**src/rtl/alu_pkg.sv**
```systemverilog
package alu_pkg;
   typedef enum logic [3:0] {
      OP_MOV  = 4'h0,
      OP_ADD  = 4'h1,
      OP_ADDC = 4'h2,
      OP_SUB  = 4'h3,
      OP_SUBC = 4'h4,
      OP_CMP  = 4'h5,
      OP_DADD = 4'h6,
      OP_BIT  = 4'h7,
      OP_BIC  = 4'h8,
      OP_BIS  = 4'h9,
      OP_XOR  = 4'hA,
      OP_AND  = 4'hB,
      OP_RSVC = 4'hC,
      OP_RSVD = 4'hD,
      OP_RSVE = 4'hE,
      OP_RSVF = 4'hF
   } alu_op_e;

   typedef enum logic [1:0] {
      LG_MOV = 2'd0,
      LG_AND = 2'd1,
      LG_BIC = 2'd2,
      LG_BIS = 2'd3
   } logic_sel_e;

   typedef struct packed {
      logic c;
      logic z;
      logic n;
      logic v;
   } alu_flags_t;
endpackage

```
**src/rtl/alu_arith.sv**
```systemverilog
module alu_arith #(
   parameter int DATA_W     = 16,
   parameter int BYTE_W     = 8,
   parameter bit DECIMAL_EN = 1'b1
) (
   input  logic [DATA_W-1:0] src_i,
   input  logic [DATA_W-1:0] dst_i,
   input  logic              byte_i,
   input  logic              sub_i,
   input  logic              use_cin_i,
   input  logic              dec_i,
   input  logic              carry_i,
   output logic [DATA_W-1:0] res_o,
   output logic              c_o,
   output logic              v_o
);
   localparam int NDIG   = DATA_W / 4;
   localparam int BDIG   = BYTE_W / 4;
   localparam int UPPER  = DATA_W - BYTE_W;

   logic [DATA_W-1:0] opx;
   logic              cin;
   logic [DATA_W:0]   sum_w;
   logic [BYTE_W:0]   sum_b;
   logic [DATA_W-1:0] bin_res;
   logic              bin_c;
   logic              bin_v;
   logic [DATA_W-1:0] dec_sum;
   logic [NDIG:0]     dec_c;
   logic              sgn_d;
   logic              sgn_s;
   logic              sgn_r;

   assign opx   = sub_i ? ~src_i : src_i;
   assign cin   = use_cin_i ? carry_i : sub_i;
   assign sum_w = {1'b0, dst_i} + {1'b0, opx} + {{DATA_W{1'b0}}, cin};
   assign sum_b = {1'b0, dst_i[BYTE_W-1:0]} + {1'b0, opx[BYTE_W-1:0]}
                + {{BYTE_W{1'b0}}, cin};

   always_comb begin
      if (byte_i) begin
         bin_res = {{UPPER{1'b0}}, sum_b[BYTE_W-1:0]};
         bin_c   = sum_b[BYTE_W];
         sgn_d   = dst_i[BYTE_W-1];
         sgn_s   = opx[BYTE_W-1];
         sgn_r   = sum_b[BYTE_W-1];
      end else begin
         bin_res = sum_w[DATA_W-1:0];
         bin_c   = sum_w[DATA_W];
         sgn_d   = dst_i[DATA_W-1];
         sgn_s   = opx[DATA_W-1];
         sgn_r   = sum_w[DATA_W-1];
      end
      bin_v = (sgn_d == sgn_s) && (sgn_r != sgn_d);
   end

   assign dec_c[0] = carry_i;

   generate
      if (DECIMAL_EN) begin : g_dec
         for (genvar k = 0; k < NDIG; k++) begin : g_digit
            logic [4:0] raw;
            assign raw          = {1'b0, dst_i[4*k +: 4]} + {1'b0, src_i[4*k +: 4]}
                                + {4'd0, dec_c[k]};
            assign dec_c[k+1]   = (raw > 5'd9);
            assign dec_sum[4*k +: 4] = dec_c[k+1] ? (raw[3:0] + 4'd6) : raw[3:0];
         end
      end else begin : g_nodec
         assign dec_c[NDIG:1] = '0;
         assign dec_sum       = '0;
      end
   endgenerate

   always_comb begin
      if (dec_i) begin
         res_o = byte_i ? {{UPPER{1'b0}}, dec_sum[BYTE_W-1:0]} : dec_sum;
         c_o   = byte_i ? dec_c[BDIG] : dec_c[NDIG];
         v_o   = 1'b0;
      end else begin
         res_o = bin_res;
         c_o   = bin_c;
         v_o   = bin_v;
      end
   end
endmodule

```
**src/rtl/alu_logic.sv**
```systemverilog
module alu_logic
   import alu_pkg::*;
#(
   parameter int DATA_W = 16
) (
   input  logic [DATA_W-1:0] src_i,
   input  logic [DATA_W-1:0] dst_i,
   input  logic_sel_e        sel_i,
   input  logic              xor_i,
   output logic [DATA_W-1:0] res_o
);
   always_comb begin
      if (xor_i) begin
         res_o = dst_i ^ src_i;
      end else begin
         unique case (sel_i)
            LG_MOV:  res_o = src_i;
            LG_AND:  res_o = dst_i & src_i;
            LG_BIC:  res_o = dst_i & ~src_i;
            LG_BIS:  res_o = dst_i | src_i;
            default: res_o = src_i;
         endcase
      end
   end
endmodule

```
**src/rtl/alu_flag_reg.sv**
```systemverilog
module alu_flag_reg
   import alu_pkg::*;
(
   input  logic       clk,
   input  logic       rst_n,
   input  logic       we_i,
   input  alu_flags_t d_i,
   output alu_flags_t q_o
);
   always_ff @(posedge clk or negedge rst_n) begin
      if (!rst_n) begin
         q_o <= '0;
      end else if (we_i) begin
         q_o <= d_i;
      end
   end

   AST_FLAGS_HOLD: assert property (@(posedge clk) disable iff (!rst_n)
      !we_i |=> $stable(q_o)) else $error("flags moved without write");
endmodule

```
**src/rtl/alu_flags_unit.sv**
```systemverilog
module alu_flags_unit
   import alu_pkg::*;
#(
   parameter int DATA_W     = 16,
   parameter int BYTE_W     = 8,
   parameter bit DECIMAL_EN = 1'b1
) (
   input  logic              clk,
   input  logic              rst_n,
   input  logic              exec_i,
   input  logic [3:0]        opcode_i,
   input  logic              byte_i,
   input  logic              carry_i,
   input  logic [DATA_W-1:0] src_i,
   input  logic [DATA_W-1:0] dst_i,
   output logic [DATA_W-1:0] result_o,
   output logic              res_we_o,
   output logic              flag_c_o,
   output logic              flag_z_o,
   output logic              flag_n_o,
   output logic              flag_v_o
);
   localparam int UPPER = DATA_W - BYTE_W;

   generate
      if (DATA_W != 2 * BYTE_W) begin : g_bad_width
         $error("DATA_W must be twice BYTE_W");
      end
      if ((BYTE_W % 4) != 0) begin : g_bad_digit
         $error("BYTE_W must be a whole number of decimal digits");
      end
   endgenerate

   alu_op_e     op;
   logic        is_arith;
   logic        is_sub;
   logic        use_cin;
   logic        is_dec;
   logic        is_xor;
   logic_sel_e  lsel;
   logic        flag_we;
   logic        logic_cv;
   logic [DATA_W-1:0] src_m;
   logic [DATA_W-1:0] dst_m;
   logic [DATA_W-1:0] ar_res;
   logic [DATA_W-1:0] lg_res;
   logic        ar_c;
   logic        ar_v;
   logic        sgn_both;
   alu_flags_t  f_next;
   alu_flags_t  f_q;

   assign op = alu_op_e'(opcode_i);

   always_comb begin
      is_arith = 1'b0;
      is_sub   = 1'b0;
      use_cin  = 1'b0;
      is_dec   = 1'b0;
      is_xor   = 1'b0;
      lsel     = LG_MOV;
      res_we_o = 1'b1;
      flag_we  = 1'b0;
      logic_cv = 1'b0;
      unique case (op)
         OP_MOV:  lsel = LG_MOV;
         OP_ADD:  begin is_arith = 1'b1; flag_we = 1'b1; end
         OP_ADDC: begin is_arith = 1'b1; use_cin = 1'b1; flag_we = 1'b1; end
         OP_SUB:  begin is_arith = 1'b1; is_sub = 1'b1; flag_we = 1'b1; end
         OP_SUBC: begin is_arith = 1'b1; is_sub = 1'b1; use_cin = 1'b1; flag_we = 1'b1; end
         OP_CMP:  begin is_arith = 1'b1; is_sub = 1'b1; flag_we = 1'b1; res_we_o = 1'b0; end
         OP_DADD: begin is_arith = 1'b1; is_dec = 1'b1; flag_we = 1'b1; end
         OP_BIT:  begin lsel = LG_AND; logic_cv = 1'b1; flag_we = 1'b1; res_we_o = 1'b0; end
         OP_BIC:  lsel = LG_BIC;
         OP_BIS:  lsel = LG_BIS;
         OP_XOR:  begin is_xor = 1'b1; logic_cv = 1'b1; flag_we = 1'b1; end
         OP_AND:  begin lsel = LG_AND; logic_cv = 1'b1; flag_we = 1'b1; end
         default: res_we_o = 1'b0;
      endcase
   end

   // Byte mode masks the operands before either datapath sees them.
   assign src_m = byte_i ? {{UPPER{1'b0}}, src_i[BYTE_W-1:0]} : src_i;
   assign dst_m = byte_i ? {{UPPER{1'b0}}, dst_i[BYTE_W-1:0]} : dst_i;

   alu_arith #(
      .DATA_W     (DATA_W),
      .BYTE_W     (BYTE_W),
      .DECIMAL_EN (DECIMAL_EN)
   ) i_arith (
      .src_i     (src_m),
      .dst_i     (dst_m),
      .byte_i    (byte_i),
      .sub_i     (is_sub),
      .use_cin_i (use_cin),
      .dec_i     (is_dec),
      .carry_i   (carry_i),
      .res_o     (ar_res),
      .c_o       (ar_c),
      .v_o       (ar_v)
   );

   alu_logic #(
      .DATA_W (DATA_W)
   ) i_logic (
      .src_i (src_m),
      .dst_i (dst_m),
      .sel_i (lsel),
      .xor_i (is_xor),
      .res_o (lg_res)
   );

   assign result_o = is_arith ? ar_res : lg_res;

   assign sgn_both = byte_i ? (src_m[BYTE_W-1] & dst_m[BYTE_W-1])
                            : (src_m[DATA_W-1] & dst_m[DATA_W-1]);

   always_comb begin
      f_next.n = byte_i ? result_o[BYTE_W-1] : result_o[DATA_W-1];
      f_next.z = byte_i ? (result_o[BYTE_W-1:0] == '0) : (result_o == '0);
      if (logic_cv) begin
         f_next.c = ~f_next.z;
         f_next.v = is_xor & sgn_both;
      end else begin
         f_next.c = ar_c;
         f_next.v = ar_v;
      end
   end

   alu_flag_reg i_flags (
      .clk  (clk),
      .rst_n(rst_n),
      .we_i (exec_i & flag_we),
      .d_i  (f_next),
      .q_o  (f_q)
   );

   assign flag_c_o = f_q.c;
   assign flag_z_o = f_q.z;
   assign flag_n_o = f_q.n;
   assign flag_v_o = f_q.v;

   AST_BYTE_UPPER_ZERO: assert property (@(posedge clk) disable iff (!rst_n)
      byte_i |-> (result_o[DATA_W-1:BYTE_W] == '0)) else $error("byte upper set");
   AST_NO_WRITE_COMPARE: assert property (@(posedge clk) disable iff (!rst_n)
      (opcode_i == 4'h5 || opcode_i == 4'h7) |-> !res_we_o) else $error("compare wrote");
   AST_MOVE_KEEPS_FLAGS: assert property (@(posedge clk) disable iff (!rst_n)
      (exec_i && (opcode_i == 4'h0 || opcode_i == 4'h8 || opcode_i == 4'h9))
      |=> $stable({flag_c_o, flag_z_o, flag_n_o, flag_v_o})) else $error("move changed flags");
   AST_AND_NO_OVF: assert property (@(posedge clk) disable iff (!rst_n)
      (exec_i && (opcode_i == 4'hB || opcode_i == 4'h7)) |=> (!flag_v_o && (flag_c_o != flag_z_o)))
      else $error("and flags wrong");
   AST_DEC_NO_OVF: assert property (@(posedge clk) disable iff (!rst_n)
      (exec_i && opcode_i == 4'h6) |=> !flag_v_o) else $error("decimal overflow set");
endmodule

```
**config.mk**
```make
export PLATFORM = sky130hd
export DESIGN_NAME = alu_flags_unit
export DESIGN_NICKNAME = d
export VERILOG_FILES = /design/src/rtl/alu_pkg.sv /design/src/rtl/alu_arith.sv /design/src/rtl/alu_logic.sv /design/src/rtl/alu_flag_reg.sv /design/src/rtl/alu_flags_unit.sv
export SDC_FILE = /design/constraint.sdc
export NUM_CORES = 1
export LEC_CHECK = 0
export BUFFER_PORTS_ARGS = -buffer_cell sky130_fd_sc_hd__buf_2
export CORE_MARGIN = 2
export CORE_UTILIZATION = 50
export DETAILED_ROUTE_END_ITERATION = 16
export PLACE_DENSITY = 0.74
export RECOVER_POWER = 100
export REMOVE_ABC_BUFFERS = 1
export SYNTH_ARGS = -nofsm -noshare
export SYNTH_HDL_FRONTEND = slang
export SYNTH_SLANG_ARGS = --single-unit
```
**constraint.sdc**
```tcl
create_clock -name clk -period 9.2 [get_ports clk]
set_input_delay 1.38 -clock clk [delete_from_list [all_inputs] [get_ports clk]]
set_output_delay 1.38 -clock clk [all_outputs]
set_load 0.05 [all_outputs]
```
# After elaboration in Yosys (flattened, before gate mapping)
# Index checks and enable logic that the tools add are counted.
[totals]
ff_bits = 4
latchBits = 0
mem_bits_rw = 0
mem_bits_ro = 0
in_bits = 41
elab_cells = 97
mem_count = 0
[op_classes]
addsub = 16
mul = 0
div = 0
order_cmp = 4
eq_ne = 16
shift = 0
n_mux = 35
bitwise = 10
reduce_logical = 12
[ops]
columns = ["operator", "n"]
rows = [
  ["$mux W16", 8],
  ["$pmux W16 S4", 1],
  ["$and A16 B16 Y16", 2],
  ["$mux W1", 21],
  ["$add A4 B4 Y5", 4],
  ["$add A5 B1 Y5", 4],
  ["$gt A5 B4 Y1 const B", 4],
  ["$add A16 B16 Y17", 1],
  ["$add A17 B1 Y17", 1],
  ["$add A4 B3 Y4 const B", 4],
  ["$eq A4 B3 Y1 const B", 4],
  ["$eq A4 B4 Y1 const B", 4],
  ["$logic_not A16 Y1", 1],
  ["$mux W4", 4],
  ["$not A16 Y16", 1],
  ["$or A16 B16 Y16", 1],
  ["$xor A16 B16 Y16", 1],
  ["$reduce_or A10 Y1", 1],
  ["$add A8 B8 Y9", 1],
  ["$add A9 B1 Y9", 1],
  ["$reduce_or A9 Y1", 1],
  ["$eq A4 B2 Y1 const B", 2],
  ["$logic_not A8 Y1", 1],
  ["$pmux W2 S3", 1],
  ["other kinds (13)", 19],
]

# Logic depth before layout (Yosys ltp)
# Gate-level depths: netlist (run 1).
[depth]
depth_word = 18
depth_mapped = 35

# By module
# From an unflattened synthesis (run 1), not the netlist that was laid out.
[unflattened]
cells_unflattened = 558
area_unflattened_um2 = 4085.2
[modules_own_cells]
columns = ["module", "n_inst", "cells_per_inst", "area_per_inst_um2", "seq_area_each_um2"]
rows = [
  ["alu_arith", 1, 272, 2148.3, 0.0],
  ["alu_logic", 1, 145, 993.5, 0.0],
  ["alu_flags_unit", 1, 133, 798.3, 0.0],
  ["alu_flag_reg", 1, 8, 145.1, 100.1],
]

# Least setup slack after synthesis (run 1)
# No wires, ideal clock.
[synth_path]
path_kind = "in2out"
start = "input port carry_i"
end = "output port result_o[14]"
arrival_ns = 8.698
path_slack_ns = -0.878
cell_stages = 32
cell_sequence = "fa_1 fa_1 xnor2_1 ha_1 nand2_1 a211o_1 o21a_1 fa_1 inv_1 fa_1 inv_1 ha_1 a22oi_1 a21oi_1 fa_1 inv_1 fa_1 xor2_1 nor2_1 inv_1 a21oi_1 fa_1 inv_1 fa_1 inv_1 ha_1 nand2_1 and4_1 a21oi_1 mux2_2 nor4_1 o21ai_0"
[synth_via]
elab_chain_len = 12
[synth_rtl]
columns = ["item", "line", "text"]
rows = [
  ["from (decl)", "alu_flags_unit.sv:13", "input logic carry_i,"],
  ["$add A5 B1 Y5", "alu_arith.sv:64", "+ {4'd0, dec_c[k]};"],
  ["$gt A5 B4 Y1", "alu_arith.sv:65", "assign dec_c[k+1] = (raw > 5'd9);"],
  ["$add A5 B1 Y5", "alu_arith.sv:64", ""],
  ["$gt A5 B4 Y1", "alu_arith.sv:65", ""],
  ["$add A5 B1 Y5", "alu_arith.sv:64", ""],
  ["$gt A5 B4 Y1", "alu_arith.sv:65", ""],
  ["$add A5 B1 Y5", "alu_arith.sv:64", ""],
  ["$add A4 B3 Y4 / $gt A5 B4 Y1 (equally long branches)", "alu_arith.sv:66, alu_arith.sv:65", ""],
  ["$mux W4", "alu_arith.sv:66", "assign dec_sum[4*k +: 4] = dec_c[k+1] ? (raw[3:0] + 4'd6) : raw[3:0];"],
  ["$mux W16", "alu_arith.sv:76", "res_o = byte_i ? {{UPPER{1'b0}}, dec_sum[BYTE_W-1:0]} : dec_sum;"],
  ["$mux W16 (*)", "alu_arith.sv:75", "if (dec_i) begin"],
  ["$mux W16 (*)", "alu_flags_unit.sv:113", "assign result_o = is_arith ? ar_res : lg_res;"],
  ["to (decl)", "alu_flags_unit.sv:16", "output logic [DATA_W-1:0] result_o,"],
]
# Every way passes the cells marked *; elsewhere a longest branch is shown, timed or not.

# Final worst setup path (run 1)
[layout_path]
start = "input port carry_i"
end = "output port result_o[13]"
# The elaborated chain is that of the path after synthesis.

==> results of run 1 <==
-- cell families after synthesis --
kind of cell               synth area share
AOI/OAI and AO/OA                     0.328
xor gates and xnor gates             0.0793
adders and majority gates             0.227
buffers and inverters                0.0706
DFF                                  0.0267
muxes                                0.0330
and+or+nand+nor                       0.236
-- cell type report --
cell class | instances | area, um2
Clock buffer | 3 | 41.3
Timing Repair Buffer | 149 | 980
Fill cell | 632 | 2240
Sequential cell | 4 | 100
Multi-Input combinational cell | 446 | 3580
Tap cell | 99 | 124
Inverter | 49 | 184
-- power by group through the flow --
stage	registers, uW	clock network, uW	logic [uW]
global route	23.0	39.1	565
global placement	22.3	0	411
floorplan	33.9	0	273
finish	22.3	38.7	531
CTS	22.3	39.0	497
detailed placement	22.5	0	423
-- critical path: cells and delay by family --
family / cells / cell delay [ns]
compound gates: 10 / 1.92
xor+xnor: 1 / 0.18
fa+ha+maj: 10 / 3.20
buf+inv: 7 / 0.68
simple gates: 4 / 0.81
-- Yosys cell counts (6+ instances only) --
cell type  instances
ha_1              52
o221ai_1           6
a21oi_1           38
xnor2_1           24
fa_1              10
nor3_1            17
a21o_1            15
mux2i_1            9
nand3_1           13
xor2_1            10
nand2_1           40
o21ai_0           20
inv_1             49
clkbuf_1          14
a211oi_1           9
nand2b_1          10
nor3b_1            8
o211ai_1          11
nor2b_1            7
nor2_1            32
nor4bb_1           6
o32a_1             8
-- worst min-delay path by stage --
stage / endpoint / depth (start not counted) / start / slack [ns]
global route: i_flags.q_o[1] / 2 / i_flags.q_o[1] / 0.53
global placement: i_flags.q_o[1] / 2 / i_flags.q_o[1] / 0.46
detailed placement: i_flags.q_o[1] / 2 / i_flags.q_o[1] / 0.50
floorplan: i_flags.q_o[2] / 2 / i_flags.q_o[2] / 0.75
CTS: i_flags.q_o[1] / 2 / i_flags.q_o[1] / 0.51
finish: i_flags.q_o[2] / 2 / i_flags.q_o[2] / 0.50
-- per-layer routing --
| metal | vias to the layer above | track usage | part of all wire |
|---|---|---|---|
| met2 | 266 | 0.559 | 0.47 |
| met3 | 62 | 0.0359 | 0.088 |
| li1 | 2198 | - | - |
| met5 | - | 0 | 0 |
| met1 | 2219 | 0.413 | 0.39 |
| met4 | 0 | 0.162 | 0.044 |
-- metrics by stage --
step                cells  TNS, ns  instance area [um2]  utilization  total power, uW
floorplan             499    -1.43                 3670            -              307
global placement      711    -2.09                 4500        0.620              434
detailed placement    711    -3.47                 4500        0.620              446
CTS                   745   -0.613                 4950        0.683              558
global route          750    -2.05                 5010        0.691              627
finish                750    -1.19                 5010        0.691              592
-- repair_timing --
action	4_1_cts	5_1_grt
resized for setup	45	11
hold endpoints to repair	0	0
pin swaps	13	6
setup endpoints to repair	5	4
setup buffers	33	5
==> PnR_summary.wiki, run 1 <==
{| class="wikitable"
! Metric !! Value
|-
| Run status || finished with violations
|-
| Failing checks || negative setup slack
|-
| Mean cell area of the mapped netlist || 7.23 um2
|-
| Fraction of power consumed by the clock network || 0.065
|-
| R2r worst-path depth || 3
|-
| Largest registers ranked by flip-flop count || i_flags.q_o x4
|-
| Longest Clk Path Bufs || 2
|-
| Main area contributors after synthesis || ha_1 17%, xnor2_1 5.6%, fa_1 5.3%
|-
| Max reg flops || 4
|-
| Cts hold-fix bufs || 0
|-
| Crit path launch || carry_i
|-
| Leading cell types in the layout, fill and taps excluded || 88 x buf_4, 47 x ha_1, 44 x inv_1
|-
| TritonCTS clock tree || yes
|-
| Internal power component || 282 uW
|-
| Share of the cycle needed by the critical path after routing || 1.04
|-
| Worst setup SP type || primary input
|-
| Most repeated library cell on the critical path || fa_2
|-
| Fin crit period || 9.57 ns
|-
| Clock buffer count from CTS || 3
|-
| Max-cap violations || 0
|-
| Worst Clk Skew || 0 ns
|-
| Sequential Power Share || 0.038
|-
| Chip Height || 90.7 um
|-
| Wire length of the first global-routing pass || 22.2 mm
|-
| Antenna diode count || 0
|-
| Placed wire-length estimate || between 9 and 10 mm
|-
| Layout cells sized above 1 || 0.287
|-
| Share of flip-flops with an asynchronous set or reset after synthesis || 1.00
|-
| Capture instance of the worst register-to-register path || i_flags.q_o[3]
|-
| Die X || ~90 um
|-
| Critical path class || in -> out
|-
| Slowest-stage cell, CP || fa_2
|-
| Number of endpoints with negative hold slack in the final report || 0
|-
| NumNets Final || 756
|-
| Clk Tree Root Cell || clkbuf_8
|-
| Hold crit path type || reg -> reg
|-
| Overflow left after global routing || 0
|-
| # clock sinks || 4
|-
| Number of input and output port buffers inserted || a little over 60
|-
| Clk_lat worst skew || roughly 0.22 ns
|-
| Initial antenna violation count || 0
|-
| Number of warnings issued by yosys || 0
|-
| Worst setup timing slack at the placement stage || -1.11 ns
|-
| Average routed wire per standard cell || 18.8 um
|-
| Data required time at the worst endpoint || approximately 7.8 ns
|-
| Highest cell delay on the worst timing path || 0.54 ns
|-
| Initial Utilization || 0.518
|-
| Gate Count Post-Synth || 519
|-
| Slew at the pin closest to its max-slew limit || approximately 1.4 ns
|-
| Largest area contributor in the netlist || ha_1
|-
| Vias in the first global route || roughly 4,700
|-
| Post-synth top flop || dfrtp_1
|-
| Post-synthesis cell area || about 3800 um2
|-
| Crit Reg-Reg Startpoint || i_flags.q_o[3]
|-
| Placeable core area || between 7000 and 8000 um2
|-
| Reg-to-reg slack, setup || between 8 and 9 ns
|-
| Register clock-pin slew on the reported worst setup and hold paths || about 0.03 ns
|-
| Most common library cell in the layout ignoring fill and taps || buf_4
|-
| Sequential-to-total area share from yosys stat || 0.0267
|-
| Number of synthesized register bits || 4
|-
| Largest register by flop count || i_flags.q_o
|-
| Number of distinct library cell variants in the gate-level netlist after synthesis || 71
|-
| Top-area cell type share of the netlist area || 0.173
|-
| Worst hold slack across all endpoints || around 0.5 ns
|-
| Max Slew Vio Count || 0
|-
| Number of design-rule violations left by the first detailed-router iteration || between 300 and 400
|-
| Post-route ant nets || 0
|-
| Combinational power share || 0.897
|-
| Number of remaining DRC errors || 0
|-
| Unrepaired setup endpoints after global routing || true
|-
| P&R area growth vs syn || 33.4%
|-
| Worst Path Arrival || 8.19 ns
|-
| Count of vias placed by the detailed router || 4,745
|-
| P_sw || roughly 310 uW
|-
| Global placement routability congestion || around 0.91
|-
| Final setup fails || 4
|-
| Post-synth EDFFs || 0
|-
| Max Clk Rate || 105 MHz
|-
| Critical Path End || result_o[13]
|-
| Worst Setup End Kind || output pin
|-
| Site Rows || 31
|-
| Power density normalized to cell area || between 100 and 150 nW/um2
|-
| Full die area || around 8200 um2
|-
| Largest net degree at the start of global routing || 29
|-
| Final Worst Setup Slack || -0.368 ns
|-
| Lkg Pwr || roughly 0.0024 uW
|-
| Sum of routed wire length over all layers || 14.1 mm
|-
| Crit path max fanout || 3
|-
| Via density per instance || around 6.3
|-
| Total I/O pin count || 62
|-
| Peak supply drop || roughly 0.068 mV
|-
| Number of H-tree levels || 1
|-
| Sw frac || 0.523
|-
| Max-Slew Margin vs Limit || 0.0586
|-
| Total iterations of the first detailed-routing run || 5
|-
| Global routing usage summed across all routing layers || 0.329
|}
Power figures use the tool's default switching activity.
==> run 2, diff against run 1 <==
==> constraint.sdc (replaced) <==
create_clock -name clk -period 9.2 [get_ports clk]
set_input_delay 1.84 -clock clk [delete_from_list [all_inputs] [get_ports clk]]
set_output_delay 1.84 -clock clk [all_outputs]
set_load 0.05 [all_outputs]
==> run 2 against run 1 <==
  * The flow still finishes with violations (negative setup slack)
  * Final cell count decreased by 2.0%
  * Total power decreased by 5.1%
  * Sequential cell count unchanged
  * Largest power group unchanged
  * Sequential power about the same
  * Global-route usage decreased by 1.8 points
==> PnR_summary.wiki, run 2 (same netlist as run 1, synthesis figures left out) <==
{| class="wikitable"
! Metric !! Value
|-
| Run status || finished with violations
|-
| Failing checks || negative setup slack
|-
| Unrepaired setup endpoints after global routing || true
|-
| Max Clk Rate || 94.4 MHz
|-
| Initial Utilization || 0.518
|-
| Layout cells sized above 1 || 0.274
|-
| Number of design-rule violations left by the first detailed-router iteration || 450
|-
| Worst Setup End Kind || output pin
|-
| Total I/O pin count || slightly above 60
|-
| # clock sinks || 4
|-
| Largest register by flop count || i_flags.q_o
|-
| Clk Tree Root Cell || clkbuf_8
|-
| Post-route ant nets || 0
|-
| Site Rows || 31
|-
| Wire length of the first global-routing pass || between 20 and 25 mm
|-
| Full die area || 8220 um2
|-
| Final Worst Setup Slack || -1.40 ns
|-
| Clk_lat worst skew || approximately 0.22 ns
|-
| Crit Reg-Reg Startpoint || i_flags.q_o[3]
|-
| Crit path launch || src_i[0]
|-
| Slew at the pin closest to its max-slew limit || roughly 1.4 ns
|-
| Most common library cell in the layout ignoring fill and taps || buf_4
|-
| Start point of the worst min-delay path || i_flags.q_o[2]
|-
| Overflow left after global routing || 0
|-
| P&R area growth vs syn || 30.8%
|-
| Cts hold-fix bufs || 0
|-
| Total iterations of the first detailed-routing run || 6
|-
| Highest routed metal layer || met4
|-
| Number of remaining DRC errors || 0
|-
| Worst setup SP type || primary input
|-
| Data required time at the worst endpoint || about 7.4 ns
|-
| Fin crit period || between 10 and 15 ns
|-
| Post-Route Setup TNS || -4.54 ns
|-
| Sum of routed wire length over all layers || ~14 mm
|-
| Initial antenna violation count || 0
|-
| Max-Slew Margin vs Limit || 0.0719
|-
| Max-cap violations || 0
|-
| Max reg flops || 4
|-
| Clock buffer count from CTS || 3
|-
| Worst hold slack across all endpoints || 0.486 ns
|-
| Worst Clk Skew || 0 ns
|-
| Global placement routability congestion || 0.903
|-
| TritonCTS clock tree || yes
|-
| Longest Clk Path Bufs || 2
|-
| Buffers & Inverters on Critical Path || 10
|-
| Hold crit path type || reg -> reg
|-
| Share of the cycle needed by the critical path after routing || 1.15
|-
| Vias in the first global route || roughly 4,400
|-
| Slowest-stage cell, CP || fa_2
|-
| Register Area || roughly 100 um2
|-
| Via density per instance || 6.34
|-
| Leading cell types in the layout, fill and taps excluded || 72 x buf_4, 48 x ha_1, 43 x inv_1
|-
| Detail Route met3 WL || about 1.2 mm
|-
| Lkg Pwr || ~0.0024 uW
|-
| Peak supply drop || 0.0469 mV
|-
| Count of vias placed by the detailed router || 4,660
|-
| Max Slew Vio Count || 0
|-
| Power density normalized to cell area || approximately 110 nW/um2
|-
| Total Power || around 560 uW
|-
| Number of H-tree levels || 1
|-
| Final setup fails || 5
|-
| NumNets Final || 741
|-
| Most repeated library cell on the critical path || fa_2
|-
| Amount of wire on met2 after detailed routing || roughly 6.4 mm
|-
| Antenna diode count || 0
|-
| Largest net degree at the start of global routing || 29
|-
| Critical path class || in -> out
|-
| Highest cell delay on the worst timing path || around 0.54 ns
|-
| Average routed wire per standard cell || 18.4 um
|-
| Crit path max fanout || 3
|-
| Worst Path Arrival || 8.76 ns
|-
| Post-Route Utilization || 0.677
|-
| Multi-input gate area || ~3600 um2
|-
| Placed wire-length estimate || 9.79 mm
|-
| Number of input and output port buffers inserted || 61
|-
| Global routing usage summed across all routing layers || 0.311
|-
| Met1 Wirelength || approximately 5.5 mm
|-
| Placeable core area || between 7000 and 8000 um2
|-
| Register clock-pin slew on the reported worst setup and hold paths || approximately 0.030 ns
|-
| Die X || ~90 um
|-
| Largest registers ranked by flip-flop count || i_flags.q_o x4
|-
| Layout filler cell count || around 620
|-
| Number of endpoints with negative hold slack in the final report || 0
|-
| Chip Height || about 91 um
|-
| Kind of cell with the highest combined delay on the critical path || adder cells
|}
-- run 2: worst paths after layout --
path | cells past startpoint | slack [ns] | to
setup / recovery | 36 | -1.40 | result_o[13]
hold / removal | 2 | 0.49 | i_flags.q_o[2]
setup reg to reg | 3 | 8.48 | i_flags.q_o[3]
hold reg to reg | 2 | 0.49 | i_flags.q_o[2]
max in group asynchronous | 1 | 7.57 | i_flags.q_o[2]
min in group asynchronous | 1 | 1.44 | i_flags.q_o[0]
-- run 2: tightest hold or removal path, stage by stage, from the launching register on --
cell and delay (ns):
dfrtp_1 0.33, nand2_1 0.07, o31ai_2 0.05
-- run 2: power breakdown --
| part | leakage, uW | internal [uW] | switching [uW] |
|---|---|---|---|
| Combinational | 0.00229 | 212 | 289 |
| Clock | 0.0000216 | 28.0 | 9.96 |
| Sequential | 0.0000513 | 20.9 | 1.51 |
| Total | 0.00237 | 261 | 301 |
-- run 2: what timing repair did --
item / in CTS / in global routing
hold endpoints to repair: 0 / 0
pin swaps: 25 / 17
buffers inserted: 12 / 5
endpoints found under the setup margin: 8 / 10
gates resized for setup: 40 / 22
-- run 2: layer usage --
layer,vias up,GRT usage
met5,-,0
met4,0,0.114
met3,56,0.0417
met2,273,0.537
met1,2160,0.393
li1,2171,-
-- run 2: cell type report --
type,count,area share
well taps,99,0.0252
repair buffers,134,0.179
inverters,49,0.0375
multi-input cells,446,0.730
flip-flops and latches,4,0.0204
clock buffers,3,0.00841
-- run 2: through the flow --
step | setup WS [ns] | area, um2 | instances
3_5_place_dp | -2.05 | 4540 | 716
4_1_cts | -1.37 | 4810 | 730
5_1_grt | -1.61 | 4910 | 735
3_3_place_gp | -1.72 | 4540 | 716
2_1_floorplan | -1.80 | 3670 | 499
6_report | -1.40 | 4910 | 735
